[src/rtl/snor_cmd_front.sv]
module snor_cmd_front #(
  parameter int PROG_CYC = 2000,
  parameter int SECT_CYC = 4000,
  parameter int BLK_CYC  = 8000,
  parameter int CHIP_CYC = 16000,
  parameter int WRSR_CYC = 1000,
  parameter int CNT_W    = 16
) (
  input  logic        clk,
  input  logic        rst_n,
  input  logic        cs_n,
  input  logic        sclk,
  input  logic        mosi,
  output logic        miso,
  output logic        mem_req,
  output logic [1:0]  mem_op,
  output logic [23:0] mem_addr
);

  logic cs_s, cs_d, sclk_s, sclk_d, mosi_s;
  logic [2:0] bit_cnt, byte_cnt;
  logic [7:0] rx, opc, wdat, tx;
  logic [23:0] addr;
  logic wel;
  logic [5:0] sr_hi;
  logic [CNT_W-1:0] tmr, cyc;
  logic go_mem, go_sr, set_wel, clr_wel;
  logic [1:0] op;

  wire busy      = tmr != '0;
  wire sclk_rise = ~cs_s & sclk_s & ~sclk_d;
  wire sclk_fall = ~cs_s & ~sclk_s & sclk_d;
  wire cs_rise   = cs_s & ~cs_d;
  wire cs_fall   = ~cs_s & cs_d;
  wire [7:0] rx_next = {rx[6:0], mosi_s};
  wire [7:0] status  = {sr_hi, wel, busy};
  wire frame_ok  = cs_rise && bit_cnt == 3'd0 && byte_cnt != 3'd0 && !busy;

  assign miso = ~cs_s & tx[7];

  always_comb begin
    go_mem = 1'b0; go_sr = 1'b0; set_wel = 1'b0; clr_wel = 1'b0;
    op = 2'd0; cyc = '0;
    case (opc)
      8'h06: set_wel = frame_ok && byte_cnt == 3'd1;
      8'h04: clr_wel = frame_ok && byte_cnt == 3'd1;
      8'h02: begin go_mem = frame_ok && wel && byte_cnt >= 3'd5; op = 2'd0; cyc = CNT_W'(PROG_CYC); end
      8'h20: begin go_mem = frame_ok && wel && byte_cnt == 3'd4; op = 2'd1; cyc = CNT_W'(SECT_CYC); end
      8'h52: begin go_mem = frame_ok && wel && byte_cnt == 3'd4; op = 2'd2; cyc = CNT_W'(BLK_CYC); end
      8'h60: begin go_mem = frame_ok && wel && byte_cnt == 3'd1; op = 2'd3; cyc = CNT_W'(CHIP_CYC); end
      8'h01, 8'h31, 8'h11: begin go_sr = frame_ok && wel && byte_cnt >= 3'd2; cyc = CNT_W'(WRSR_CYC); end
      default: ;
    endcase
  end

  always_ff @(posedge clk) begin
    if (!rst_n) begin
      cs_s <= 1'b1; cs_d <= 1'b1; sclk_s <= 1'b0; sclk_d <= 1'b0; mosi_s <= 1'b0;
      bit_cnt <= '0; byte_cnt <= '0; rx <= '0; opc <= '0; wdat <= '0; addr <= '0; tx <= '0;
    end else begin
      cs_s <= cs_n; cs_d <= cs_s; sclk_s <= sclk; sclk_d <= sclk_s; mosi_s <= mosi;
      if (cs_fall) begin
        bit_cnt <= '0; byte_cnt <= '0; tx <= '0;
      end else begin
        if (sclk_rise) begin
          rx <= rx_next;
          bit_cnt <= bit_cnt + 3'd1;
          if (bit_cnt == 3'd7) begin
            if (byte_cnt != 3'd7) byte_cnt <= byte_cnt + 3'd1;
            if (byte_cnt == 3'd0) opc <= rx_next;
            if (byte_cnt == 3'd1) wdat <= rx_next;
            if (byte_cnt >= 3'd1 && byte_cnt <= 3'd3) addr <= {addr[15:0], rx_next};
          end
        end
        if (sclk_fall)
          tx <= (bit_cnt == 3'd0 && byte_cnt != 3'd0 && opc == 8'h05) ? status : {tx[6:0], 1'b0};
      end
    end
  end

  always_ff @(posedge clk) begin
    if (!rst_n) begin
      wel <= 1'b0; sr_hi <= '0; tmr <= '0;
      mem_req <= 1'b0; mem_op <= '0; mem_addr <= '0;
    end else begin
      mem_req <= go_mem;
      if (go_mem) begin
        mem_op   <= op;
        mem_addr <= (op == 2'd3) ? 24'd0 : addr;
      end
      if (go_mem || go_sr) tmr <= cyc;
      else if (busy) tmr <= tmr - 1'b1;
      if (set_wel) wel <= 1'b1;
      else if (clr_wel || tmr == CNT_W'(1)) wel <= 1'b0;
      if (go_sr && opc == 8'h01) sr_hi <= wdat[7:2];
    end
  end

  AST_REQ_NEEDS_WEL: assert property (@(posedge clk) disable iff (!rst_n)
    mem_req |-> $past(wel));
  AST_REQ_NOT_BUSY: assert property (@(posedge clk) disable iff (!rst_n)
    mem_req |-> !$past(busy));
  AST_WEL_SET_IDLE: assert property (@(posedge clk) disable iff (!rst_n)
    $rose(wel) |-> !$past(busy));
  AST_WEL_DROPS_AT_END: assert property (@(posedge clk) disable iff (!rst_n)
    $fell(busy) |-> !wel);
  AST_REQ_PULSE: assert property (@(posedge clk) disable iff (!rst_n)
    mem_req |=> !mem_req);
  AST_BUSY_ON_REQ: assert property (@(posedge clk) disable iff (!rst_n)
    mem_req |-> busy && $rose(busy));

endmodule

[config.mk]
export PLATFORM = sky130hd
export DESIGN_NAME = snor_cmd_front
export DESIGN_NICKNAME = d
export VERILOG_FILES = /design/src/rtl/snor_cmd_front.sv
export SDC_FILE = /design/constraint.sdc
export NUM_CORES = 1
export LEC_CHECK = 0
export BUFFER_PORTS_ARGS = -buffer_cell sky130_fd_sc_hd__buf_2
export CAP_MARGIN = 20
export CORE_ASPECT_RATIO = 1.2
export CORE_MARGIN = 5
export CORE_UTILIZATION = 44
export DETAILED_ROUTE_END_ITERATION = 10
export GPL_TIMING_DRIVEN = 0
export PLACE_DENSITY = 0.61
export SLEW_MARGIN = 20
export SYNTH_ARGS = -nofsm -noshare
export SYNTH_HDL_FRONTEND = slang
export SYNTH_SLANG_ARGS = --single-unit
export TNS_END_PERCENT = 5
[constraint.sdc]
create_clock -name clk -period 2.52 [get_ports clk]
set_input_delay 0 -clock clk [delete_from_list [all_inputs] [get_ports clk]]
set_output_delay 0 -clock clk [all_outputs]
set_load 0.01 [all_outputs]
Yosys cells after proc, flatten, opt, wreduce, memory -nomap -nowiden
Index checks and enable logic that the tools add are counted.
Storage, ports and cells
  bits in registers: 116
  bits of input ports: 5
  output and inout port bits: 28
  logic and storage cells: 96
Operators by class
  add/subtract/negate cells: 3
  order comparisons: 4
  equal/unequal tests: 16
  multiplexer cells: 12
  bitwise gates (word level): 13
  reduce and logical (&&, ||, !) cells: 30
Operator list (number)
  14-bit one-hot mux with 5 select lines: 1
  16-bit two-way mux: 2
  8-bit by 3-bit == test with 1-bit output, second input constant: 3
  24-bit two-way mux: 1
  16-bit by 1-bit == test with 1-bit output, second input constant: 1
  8-bit by 6-bit == test with 1-bit output, second input constant: 2
  8-bit by 7-bit == test with 1-bit output, second input constant: 2
  16-bit nonzero test: 1
  16-bit by 1-bit subtractor with 16-bit output, second input constant: 1
  1-bit logical AND: 13
  4-bit AND reduction: 3
  8-bit by 1-bit == test with 1-bit output, second input constant: 1
  8-bit by 2-bit == test with 1-bit output, second input constant: 1
  8-bit by 5-bit == test with 1-bit output, second input constant: 1
  8-bit two-way mux: 1
  1-bit AND: 7
  3-bit by 1-bit adder with 3-bit output, second input constant: 2
  3-bit == test, second input constant: 2
  3-bit zero test: 2
  1-bit inverter: 6
  2-bit one-hot mux with 3 select lines: 1
  1-bit two-way mux: 5
  2-bit nonzero test: 2
  2-bit OR reduction: 2
  other kinds (14): 15

Longest topological paths before layout
Gate-level depths: netlist of the first run.
  depth after elaboration: 10
  depth in mapped cells: 9
  depth with buffers taken out: 7

Least setup slack after synthesis of the first run
OpenSTA, ideal clock, no wires.
  kind: flip-flop to flip-flop
  start: register byte_cnt[2]
  end: register mem_addr[17]
  library setup time: 0.117 ns
  data arrival time: 1.925 ns
  data required time: 2.403 ns
  slack: 0.479 ns
  cell stages (with the launch flop): 8
  buffers on the path: 2
  clock period less this slack: 2.041 ns
  cells stage by stage: dfxtp_1 buf_2 or3b_1 o211ai_2 o2111a_2 a31oi_1 buf_2 a22o_1
Between the ends
  longest elaborated chain between the ends: 6
  elaborated cells between the ends (all ways): 11
  classes of those cells: 1 x order compare; 2 x eq/ne; 1 x mux; 7 x reduce/logical
Ends and longest elaborated chain
  start, declared: line 21  | logic [2:0] bit_cnt, byte_cnt;
  start signal, assigned: line 69  | if (byte_cnt != 3'd7) byte_cnt <= byte_cnt + 3'd1;
  branches (longest 5 deep; another with 3-bit >= comparator)
  1-bit one-hot mux with 3 select lines (*): line 44  | case (opc)
  end signal, assigned: line 89  | mem_addr <= (op == 2'd3) ? 24'd0 : addr;
  end, declared: line 17  | output logic [23:0] mem_addr
Every way passes the cells marked *.
A chain may end at the register's enable or synchronous reset.

Worst setup path after layout of the first run
  start: register byte_cnt[1]
  end: register mem_addr[17]
Same word-level chain as after synthesis.

==> results.txt, run 1 <==
----------------------------------------------------
[Placed design]
  Port-buffer cells ... 31
  Post-detail-place hpwl ... 8.21 mm
  Weighted congestion reported at the end of routability-driven placement ... 0.831

[Power]
  Power share of the sequential group ... 38.8%
  Cell Pwr Density ... 878 nW/um2
  Power spent charging and discharging nets ... 1.36 mW
  Peak supply drop ... 0.400 mV
  Cell-internal power ... 3.78 mW
  Share of power burned in the clock network ... 45.3%
  Power share of the combinational group ... 15.8%
  Leakage power summed over all cells ... 2.34 nW
  Sw Ratio ... 26.5%

[STA]
  Final Hold Fails ... 0
  Slew at the pin closest to its max-slew limit ... 0.839 ns
  RSZ-0062 raised after global routing ... false
  Highest clock rate ... 433 MHz
  Worst-case hold slack ... 0.107 ns
  Crit path time final ... 2.31 ns
  Period utilization ... 91.7%
  Clock tree skew after final layout ... 0.00882 ns
  Final TNS setup ... 0 ns
  Slew headroom ... 43.9%
  Total setup violations reported at the end of the flow ... 0
  Pins Over Slew Limit ... 0

[Worst setup path]
  Category of the worst setup path capture point ... flip-flop
  Arrival @ worst endpoint ... 2.65 ns
  Required time reported for the critical path endpoint ... 2.86 ns
  Cell depth of the worst flop-to-flop path ... 8
  Critical path launch point type ... flip-flop
  CP cell instances ... inv_1 -> ha_1 -> nor3_1 -> o211ai_2 -> o2111a_2 -> a31oi_2 -> buf_2 -> a22o_1
  Maximum fanout along the worst path ... 10
  Path type of the worst setup path ... reg -> reg
  Worst-path cell with the longest stage delay ... sky130_fd_sc_hd__dfxtp_1
  Maximum cell stage delay along the critical path ... 0.44 ns

[Global route]
  Vias in the first global route ... 3940
  Maximum number of pins on one net before global-route repair ... 17
  Total gr overflow ... 0
  Number of antenna violations at the first check in global routing ... 0
  Wire length of the first global-routing pass ... 19.5 mm
  Total track usage ... 18.5%

[Synthesis]
  Sequential area share after synthesis ... 46.5%
  Yosys warns ... 0
  Leading cell type by number of instances after synthesis ... sky130_fd_sc_hd__dfxtp_1
  Fraction of synthesized cell area taken by the top area cell type ... 46.5%
  Cells taking the most area after synthesis ... sky130_fd_sc_hd__dfxtp_1, sky130_fd_sc_hd__nand2_1, sky130_fd_sc_hd__mux2i_1
  Most area-hungry cell type in the Yosys netlist ... sky130_fd_sc_hd__dfxtp_1
  Async set-reset flop share out of synthesis ... 0%
  Mapped Avg Cell Area ... 9.29 um2
  Synth Net Count ... 545
  Cell variety after synth ... 64
  Top cells by count, synth ... sky130_fd_sc_hd__dfxtp_1, sky130_fd_sc_hd__nand2_1, sky130_fd_sc_hd__nor2_1
  Number of synthesized register bits ... 114
  Top_reg_cell synth ... sky130_fd_sc_hd__dfxtp_1
  Number of instances in the synthesized netlist ... 528
  Synthesized area ... 4900 um2
  Number of flops mapped to enable cells by yosys ... 0

[Clock tree]
  Number of clock sinks ... 114
  Source-to-sink clock delay at the later pin of the worst-skew pair ... 0.41 ns
  Cts bufs inserted ... 17
  CTS tree ... done
  Clock Tree Buf Depth ... 2
  Clock slew at the register clock pins of the worst setup and hold paths ... 0.05 ns
  Clock tree root driver cell ... sky130_fd_sc_hd__clkbuf_16
  Number of buffers inserted to repair setup after CTS ... 0
  CTS H-Tree Depth ... 4

[Die]
  Floorplan die area ... 13400 um2
  Rows ... 42
  Width of the chip ... 106 um
  Initial standard-cell utilization of the core ... 44.7%
  Number of placed I/O pins ... 33
  Core ar. ... 11000 um2
  Height of the die ... 126 um

[Routing]
  DRT Pass-1 Iters ... 4
  Detailed Route WL ... 11.5 mm
  Average via count per standard cell ... 5.45
  Detailed-route via count ... 3933
  Routed length per instance ... 15.9 um
  Final antenna-violating net count ... 0
  Number of design rule violations left after detail routing ... 0
  Number of design-rule violations left by the first detailed-router iteration ... 198

[Final layout]
  Fillcell total ... 1031
  Area growth from synthesis to layout ... 19.3%
  Diodes inserted ... 0
  Core occupancy in the finished layout ... 53.3%
  Final #Nets ... 596
  Share of final-layout standard cells stronger than drive strength 1 ... 15.1%

[Hold path]
  Hold path cells ... 3
  Worst min-delay path category ... in -> reg

[Run]
  Max-cap violations ... 0

[Run status]
  Status ... finished, final reports clean

----------------------------------------------------
-- worst paths after layout --
kind	startpoint	end	slack, ns
hold reg to reg	addr[21]	addr[21]	0.45
setup / recovery	byte_cnt[1]	mem_addr[17]	0.21
hold / removal	rst_n	byte_cnt[2]	0.11
setup reg to reg	byte_cnt[1]	mem_addr[17]	0.21
-- placed cells by master (no fill, tap or decap), types with 11 or more instances in the layout --
cell type,count
sky130_fd_sc_hd__buf_2,38
sky130_fd_sc_hd__nand3_1,11
sky130_fd_sc_hd__dfxtp_1,114
sky130_fd_sc_hd__clkbuf_1,20
sky130_fd_sc_hd__clkbuf_16,17
sky130_fd_sc_hd__a21oi_1,42
sky130_fd_sc_hd__nor2_1,49
sky130_fd_sc_hd__mux2i_1,31
sky130_fd_sc_hd__a22o_1,24
sky130_fd_sc_hd__ha_1,12
sky130_fd_sc_hd__nand2_1,83
-- kinds of logic (layout without fill, tap and decap cells) --
family | count (synthesis) | count (layout) | share of synthesized area [%]
mux | 31 | 31 | 6.33
flops | 114 | 114 | 46.5
fa+ha+maj | 12 | 12 | 3.06
xor+xnor | 12 | 12 | 2.14
buf+inv | 38 | 100 | 3.39
simple gates | 212 | 212 | 22.8
compound gates | 109 | 109 | 15.7
-- area by class of cell --
class | count | area (um2) | area share, %
timing repair buffer | 34 | 185 | 3.17
clock buffer | 27 | 543 | 9.28
clock inverter | 3 | 42.5 | 0.727
multi-input combinational | 376 | 2470 | 42.3
inverter | 9 | 33.8 | 0.577
sequential | 114 | 2280 | 39.0
buffer | 27 | 125 | 2.14
tap | 132 | 165 | 2.82
-- flip-flops by register name, summed over array words and instances (netlist names), 6 cells and up --
register	cells
addr	24
mem_addr	24
opc	8
rx	7
sr_hi	6
tmr	16
tx	8
wdat	6
-- metrics by stage --
stage | power (mW) | area (um2) | setup WS (ns) | cells
3_3_place_gp | 2.80 | 5230 | 0.0838 | 691
2_1_floorplan | 2.65 | 4900 | 0.479 | 528
6_report | 5.14 | 5850 | 0.209 | 722
4_1_cts | 5.18 | 5840 | 0.00646 | 724
5_1_grt | 5.37 | 5850 | 0.0103 | 722
3_5_place_dp | 2.82 | 5230 | 0.0673 | 691
-- what timing repair did --
action / in CTS / in global routing
hold buffers: 3 / 0
endpoints found under the hold margin: 3 / 0
gates resized for setup: 0 / 3
setup endpoints to repair: 0 / 41
-- power groups by stage --
stage,sequential [mW],clock (mW),combinational (mW)
floorplan,2.00,0,0.642
global placement,2.02,0,0.786
detailed placement,2.02,0,0.801
CTS,1.99,2.39,0.810
global route,2.01,2.47,0.899
finish,1.99,2.33,0.813
-- layer usage --
metal	vias up	wire, um	GRT usage, %
met2	73	5720	30.5
met3	17	500	5.63
met1	1862	5090	22.3
li1	1981	-	-
met5	-	0	0
met4	0	187	7.70
-- critical path, delay by kind of cell, from the launching register on --
family,cells,cell delay (ns)
adders and majority gates,1,0.26
and+or+nand+nor,1,0.24
DFF,1,0.44
AOI/OAI and AO/OA,4,0.89
buffers and inverters,2,0.41
(Power assumes the default switching activity.)
==> inputs of run 2 (changes only) <==
--- a/config.mk
+++ b/config.mk
@@ -9,10 +9,9 @@
 export CAP_MARGIN = 20
 export CORE_ASPECT_RATIO = 1.2
 export CORE_MARGIN = 5
-export CORE_UTILIZATION = 44
+export CORE_UTILIZATION = 60
 export DETAILED_ROUTE_END_ITERATION = 10
-export GPL_TIMING_DRIVEN = 0
-export PLACE_DENSITY = 0.61
+export PLACE_DENSITY = 0.79
 export SLEW_MARGIN = 20
 export SYNTH_ARGS = -nofsm -noshare
 export SYNTH_HDL_FRONTEND = slang
==> results.txt, run 2 (same netlist as run 1, synthesis figures left out) <==
----------------------------------------------------
[Power]
  Leakage power summed over all cells ... 2.33 nW (-0.34%)
  Cell Pwr Density ... 879 nW/um2 (+0.12%)
  Peak supply drop ... 0.498 mV (+25%)

[Routing]
  DRT Pass-1 Iters ... 5 (+1)
  Detailed Route WL ... 11.3 mm (-2.1%)
  Number of design rule violations left after detail routing ... 0 (unchanged)
  Routed length per instance ... 16.6 um (+4.2%)
  Average via count per standard cell ... 5.97 (+9.5%)
  Detailed-route via count ... 4046 (+2.9%)
  Number of design-rule violations left by the first detailed-router iteration ... 372 (+88%)
  Final antenna-violating net count ... 0 (unchanged)

[Die]
  Core ar. ... 8060 um2 (-27%)
  Floorplan die area ... 10100 um2 (-25%)
  Rows ... 36 (-14%)
  Height of the die ... 109 um (-13%)
  Width of the chip ... 92.5 um (-13%)
  Number of placed I/O pins ... 33 (unchanged)
  Initial standard-cell utilization of the core ... 60.8% (+16 points)

[Clock tree]
  Clock tree root driver cell ... sky130_fd_sc_hd__clkbuf_8
  Number of clock sinks ... 114 (unchanged)
  Cts bufs inserted ... 17 (unchanged)
  Clock slew at the register clock pins of the worst setup and hold paths ... 0.06 ns (about the same)
  CTS H-Tree Depth ... 4 (unchanged)
  Number of buffers inserted to repair setup after CTS ... 0 (unchanged)
  CTS tree ... done
  Resized Gates After CTS ... 0 (unchanged)
  Source-to-sink clock delay at the later pin of the worst-skew pair ... 0.52 ns (+0.11 ns)
  Post-cts hold buffer count ... 6 (+3)
  Clock Tree Buf Depth ... 2 (unchanged)

[Worst setup path]
  CP delay by family, top ... simple AND/OR/NAND/NOR gates
  Maximum cell stage delay along the critical path ... 0.58 ns (+0.14 ns)
  Maximum fanout along the worst path ... 10 (unchanged)
  Buffer and inverter count on the worst path ... 0 (-2)
  Path type of the worst setup path ... reg -> reg
  Critical path launch point type ... flip-flop
  Category of the worst setup path capture point ... flip-flop
  Worst-path cell with the longest stage delay ... sky130_fd_sc_hd__or4_4
  Arrival @ worst endpoint ... 2.70 ns (+0.05 ns)
  CP cell instances ... or4_4 -> nor3_4 -> and3_2 -> o2111ai_1 -> o21ai_0
  Required time reported for the critical path endpoint ... 2.95 ns (+0.09 ns)
  Worst reg2reg setup slack ... 0.24 ns (+0.03 ns)

[STA]
  Slew headroom ... 45.9% (+2.0 points)
  Final TNS setup ... 0 ns (unchanged)
  Slew at the pin closest to its max-slew limit ... 0.811 ns (-0.0286 ns)
  Total setup violations reported at the end of the flow ... 0 (unchanged)
  Period utilization ... 90.4% (-1.3 points)
  Final Hold Fails ... 0 (unchanged)
  Worst Setup Slack, final ... 0.242 ns (+0.0333 ns)
  Highest clock rate ... 439 MHz (+1.5%)
  Clock tree skew after final layout ... 0.00624 ns (-0.00258 ns)
  Pins Over Slew Limit ... 0 (unchanged)
  Crit path time final ... 2.28 ns (-0.0333 ns)
  RSZ-0062 raised after global routing ... false

[Run]
  Max-cap violations ... 0 (unchanged)

[Final layout]
  Final #Nets ... 587 (-1.5%)
  Area growth from synthesis to layout ... 18.1%
  Share of final-layout standard cells stronger than drive strength 1 ... 16.8% (+1.7 points)
  Leading cell type in the layout, fill and taps excluded ... sky130_fd_sc_hd__dfxtp_1
  Leading cell types in the layout, fill and taps excluded ... sky130_fd_sc_hd__dfxtp_1, sky130_fd_sc_hd__nand2_1, sky130_fd_sc_hd__nor2_1, sky130_fd_sc_hd__a21oi_1, sky130_fd_sc_hd__buf_2
  Diodes inserted ... 0 (unchanged)
  Finished Layout Cells ... 678 (-6.1%)
  Core occupancy in the finished layout ... 71.8% (+19 points)
  Largest regs ... addr (24), mem_addr (24), tmr (16)

[Placed design]
  Port-buffer cells ... 32 (+3.2%)
  Post-detail-place hpwl ... 7.42 mm (-9.6%)
  Pre-CTS WS ... 0.298 ns (+0.230 ns)
  Number of placed cells counting well taps ... 640 (-7.4%)
  Weighted congestion reported at the end of routability-driven placement ... 0.870 (+4.7%)

[Global route]
  Number of antenna violations at the first check in global routing ... 0 (unchanged)
  Total track usage ... 23.6% (+5.2 points)
  Total gr overflow ... 0 (unchanged)
  Wire length of the first global-routing pass ... 18.8 mm (-3.4%)
  Vias in the first global route ... 3941 (+0.025%)
  Maximum number of pins on one net before global-route repair ... 59 (+42)

[Hold path]
  Worst min-delay path category ... in -> reg

[Run status]
  Status ... finished, final reports clean

----------------------------------------------------
run 2: changes by cell type in the layout (fill, tap and decap cells not counted), moves of 2 or more:
cell                            change
sky130_fd_sc_hd__clkinvlp_4         +4
sky130_fd_sc_hd__inv_6              +2
sky130_fd_sc_hd__clkbuf_1          -20
sky130_fd_sc_hd__clkbuf_8           -5
sky130_fd_sc_hd__buf_4             +14
sky130_fd_sc_hd__dlygate4sd3_1      +3
sky130_fd_sc_hd__buf_2              -6
sky130_fd_sc_hd__buf_6              -2
sky130_fd_sc_hd__clkinv_4           +3
run 2: worst paths after layout:
kind | start | end | cells after the start
max | tmr[8] | tmr[6] | 5
min reg2reg | mem_op[1] | mem_op[1] | 2
min | mosi | mosi_s | 3
max reg2reg | tmr[8] | tmr[6] | 5
run 2: metrics by stage:
stage / total power, mW / cell area (um2) / hold slack, ns
6_report: 5.09 / 5790 / 0.243
5_1_grt: 5.31 / 5790 / 0.245
4_1_cts: 5.10 / 5790 / 0.220
3_3_place_gp: 2.83 / 5160 / 0.182
2_1_floorplan: 2.65 / 4900 / 0.101
3_5_place_dp: 2.85 / 5160 / 0.188
run 2: routing by layer:
metal	vias to the layer above	share of wire, %	global-route usage [%]
li1	1964	-	-
met3	25	4.9	6.21
met2	122	51	40.0
met1	1935	42	28.6
met4	0	2.3	9.77
met5	-	0	0
run 2: worst min-delay path: stages:
cell                            delay, ns
sky130_fd_sc_hd__dlygate4sd3_1       0.52
sky130_fd_sc_hd__buf_2               0.10
sky130_fd_sc_hd__and2_1              0.11
run 2: final cells by class:
cell class / count / area (um2)
Multi-Input combinational cell: 376 / 2460
Clock inverter: 13 / 128
Tap cell: 95 / 119
Fill cell: 583 / 2270
Sequential cell: 114 / 2280
Clock buffer: 19 / 442
Inverter: 9 / 33.8
Timing Repair Buffer: 52 / 325
run 2: power by group:
| group | switching (mW) | internal [mW] |
|---|---|---|
| Sequential | 0.103 | 1.89 |
| Combinational | 0.488 | 0.361 |
| Clock | 0.877 | 1.37 |
==> inputs of run 3 (changes only) <==
--- a/config.mk
+++ b/config.mk
@@ -11,8 +11,9 @@
 export CORE_MARGIN = 5
 export CORE_UTILIZATION = 60
 export DETAILED_ROUTE_END_ITERATION = 10
+export GPL_TIMING_DRIVEN = 0
 export PLACE_DENSITY = 0.79
-export SLEW_MARGIN = 20
+export SLEW_MARGIN = 0
 export SYNTH_ARGS = -nofsm -noshare
 export SYNTH_HDL_FRONTEND = slang
 export SYNTH_SLANG_ARGS = --single-unit
==> results.txt, run 3 (same netlist as run 1, synthesis figures left out) <==
----------------------------------------------------
[Run status]
  Status ... finished, final reports clean

[Power]
  Peak supply drop ... 0.550 mV (+10%)
  Overall power of the completed layout ... 4.93 mW (-3.2%)
  Leakage power summed over all cells ... 2.32 nW (-0.45%)
  Cell Pwr Density ... 856 nW/um2 (-2.7%)

[Global route]
  Total track usage ... 24.3% (+0.70 points)
  Wire length of the first global-routing pass ... 19.2 mm (+2.2%)
  Maximum number of pins on one net before global-route repair ... 17 (-71%)
  Vias in the first global route ... 3990 (+1.2%)
  Number of antenna violations at the first check in global routing ... 0 (unchanged)
  Total gr overflow ... 0 (unchanged)

[STA]
  Clock tree skew after final layout ... 0.00803 ns (+0.00179 ns)
  RSZ-0062 raised after global routing ... true
  Worst Setup Slack, final ... 0.0773 ns (-0.165 ns)
  Slew at the pin closest to its max-slew limit ... 0.855 ns (+0.0446 ns)
  Highest clock rate ... 409 MHz (-6.7%)
  Slew headroom ... 42.8% (-3.1 points)
  Final Hold Fails ... 0 (unchanged)
  Pins Over Slew Limit ... 0 (unchanged)
  Final TNS setup ... 0 ns (unchanged)
  Period utilization ... 96.9% (+6.5 points)
  Crit path time final ... 2.44 ns (+0.165 ns)
  Total setup violations reported at the end of the flow ... 0 (unchanged)

[Worst setup path]
  Critical register-to-register path endpoint ... mem_addr[12]
  Reg2Reg Launch Point ... byte_cnt[0]
  Required time reported for the critical path endpoint ... 2.98 ns (+0.03 ns)
  Maximum cell stage delay along the critical path ... 0.49 ns (-0.09 ns)
  Buffer and inverter count on the worst path ... 3 (+3)
  Maximum fanout along the worst path ... 10 (unchanged)
  CP cell instances ... inv_1 -> ha_1 -> nand2b_1 -> and3_1 -> clkbuf_1 -> nand4_4 -> nor3_4 -> buf_6 -> a22o_1
  Cell depth of the worst flop-to-flop path ... 9 (+4)
  Critical path launch point type ... flip-flop
  CP delay by family, top ... simple AND/OR/NAND/NOR gates
  Arrival @ worst endpoint ... 2.91 ns (+0.21 ns)
  Path type of the worst setup path ... reg -> reg
  Category of the worst setup path capture point ... flip-flop
  Worst-path cell with the longest stage delay ... sky130_fd_sc_hd__dfxtp_1
  Worst reg2reg setup slack ... 0.08 ns (-0.16 ns)

[Routing]
  Detailed-route via count ... 4052 (+0.15%)
  DRT Pass-1 Iters ... 4 (-1)
  Number of design-rule violations left by the first detailed-router iteration ... 213 (-43%)
  Detailed Route WL ... 11.5 mm (+2.6%)
  Final antenna-violating net count ... 0 (unchanged)
  Routed length per instance ... 16.8 um (+0.96%)
  Average via count per standard cell ... 5.88 (-1.5%)
  Number of design rule violations left after detail routing ... 0 (unchanged)

[Clock tree]
  Clock tree root driver cell ... sky130_fd_sc_hd__clkbuf_8
  Number of clock sinks ... 114 (unchanged)
  CTS H-Tree Depth ... 4 (unchanged)
  Number of buffers inserted to repair setup after CTS ... 0 (unchanged)
  Clock slew at the register clock pins of the worst setup and hold paths ... 0.05 ns (about the same)
  Clock Tree Buf Depth ... 2 (unchanged)
  Source-to-sink clock delay at the later pin of the worst-skew pair ... 0.52 ns (about the same)
  CTS tree ... done
  Cts bufs inserted ... 17 (unchanged)

[Final layout]
  Leading cell type in the layout, fill and taps excluded ... sky130_fd_sc_hd__dfxtp_1
  Largest regs ... addr (24), mem_addr (24), tmr (16)
  Area growth from synthesis to layout ... 17.5%
  Core occupancy in the finished layout ... 71.5% (-0.37 points)
  Post-route cell area ... 5760 um2 (-0.52%)
  Fillcell total ... 604 (+3.6%)
  Diodes inserted ... 0 (unchanged)
  Leading cell types in the layout, fill and taps excluded ... sky130_fd_sc_hd__dfxtp_1, sky130_fd_sc_hd__nand2_1, sky130_fd_sc_hd__nor2_1, sky130_fd_sc_hd__a21oi_1, sky130_fd_sc_hd__buf_2
  Share of final-layout standard cells stronger than drive strength 1 ... 15.0% (-1.8 points)
  Final #Nets ... 599 (+2.0%)

[Die]
  Height of the die ... 109 um (unchanged)
  Initial standard-cell utilization of the core ... 60.8% (unchanged)
  Rows ... 36 (unchanged)
  Width of the chip ... 92.5 um (unchanged)
  Floorplan die area ... 10100 um2 (unchanged)
  Core ar. ... 8060 um2 (unchanged)
  Number of placed I/O pins ... 33 (unchanged)

[Hold path]
  Hold path cells ... 3 (unchanged)
  Worst min-delay path category ... in -> reg
  Terminating pin of the worst hold path ... cs_s
  Startpoint of the worst hold path ... cs_n

[Placed design]
  Port-buffer cells ... 31 (-3.1%)
  Post-detail-place hpwl ... 7.92 mm (+6.7%)
  Weighted congestion reported at the end of routability-driven placement ... 0.891 (+2.4%)
  Post-placement cell area ... 5180 um2 (+0.32%)
  Pre-CTS WS ... 0.0655 ns (-0.232 ns)

[Run]
  Max-cap violations ... 0 (unchanged)

----------------------------------------------------
-- run 3: changes by cell type in the layout (fill, tap and decap cells not counted), sizes merged --
| cell | previous run | this run |
|---|---|---|
| dlygate4sd3 | 6 | 4 |
| clkbuf | 19 | 43 |
| bufinv | 1 | 0 |
| clkinv | 4 | 6 |
| inv | 12 | 10 |
| clkinvlp | 5 | 1 |
| buf | 46 | 40 |
-- run 3: power breakdown --
part | internal, mW | total [mW] | switching (mW)
clock | 1.30 | 2.11 | 0.811
combinational | 0.334 | 0.828 | 0.494
sequential | 1.89 | 1.99 | 0.0967
-- run 3: layer usage --
layer  part of all wire [%]  routed length (um)  track usage [%]  vias up
met3                    4.5                 522             4.97       24
met1                     42                4860             28.6     1944
met2                     51                5930             43.2      100
li1                       -                   -                -     1984
met4                    2.0                 235             10.1        0
met5                      0                   0                0        -
-- run 3: metrics by stage --
| stage | instances | hold WS, ns |
|---|---|---|
| floorplan | 528 | 0.101 |
| global placement | 654 | 0.185 |
| detailed placement | 654 | 0.185 |
| CTS | 689 | 0.192 |
| global route | 689 | 0.243 |
| finish | 689 | 0.215 |
-- run 3: layout make-up --
cell class	count	area, um2	area share (%)
tap	95	119	2.06
multi-input combinational	376	2470	42.8
clock inverter	8	53.8	0.934
timing repair buffer	35	195	3.39
inverter	9	33.8	0.586
sequential	114	2280	39.6
clock buffer	23	477	8.27
buffer	29	133	2.30
-- run 3: how the worst max path moves through the flow --
stage               cells after the start         from  slack, ns      endpoint
floorplan                               7  byte_cnt[2]       0.48  mem_addr[17]
global placement                        8  byte_cnt[1]       0.11   mem_addr[0]
detailed placement                      8  byte_cnt[1]       0.07  mem_addr[19]
CTS                                     9  byte_cnt[0]       0.08  mem_addr[19]
global route                            9  byte_cnt[0]      -0.08  mem_addr[12]
finish                                  9  byte_cnt[0]       0.08  mem_addr[12]
-- run 3: repair_timing --
| action | 4_1_cts | 5_1_grt |
|---|---|---|
| resized for setup | 1 | 1 |
| endpoints found under the hold margin | 9 | 0 |
| setup endpoints to repair | 3 | 42 |
| hold buffers | 4 | 0 |
-- run 3: tightest hold or removal path: stages --
cell and delay [ns]:
sky130_fd_sc_hd__dlygate4sd3_1 0.52, sky130_fd_sc_hd__buf_2 0.09, sky130_fd_sc_hd__nand2b_1 0.09
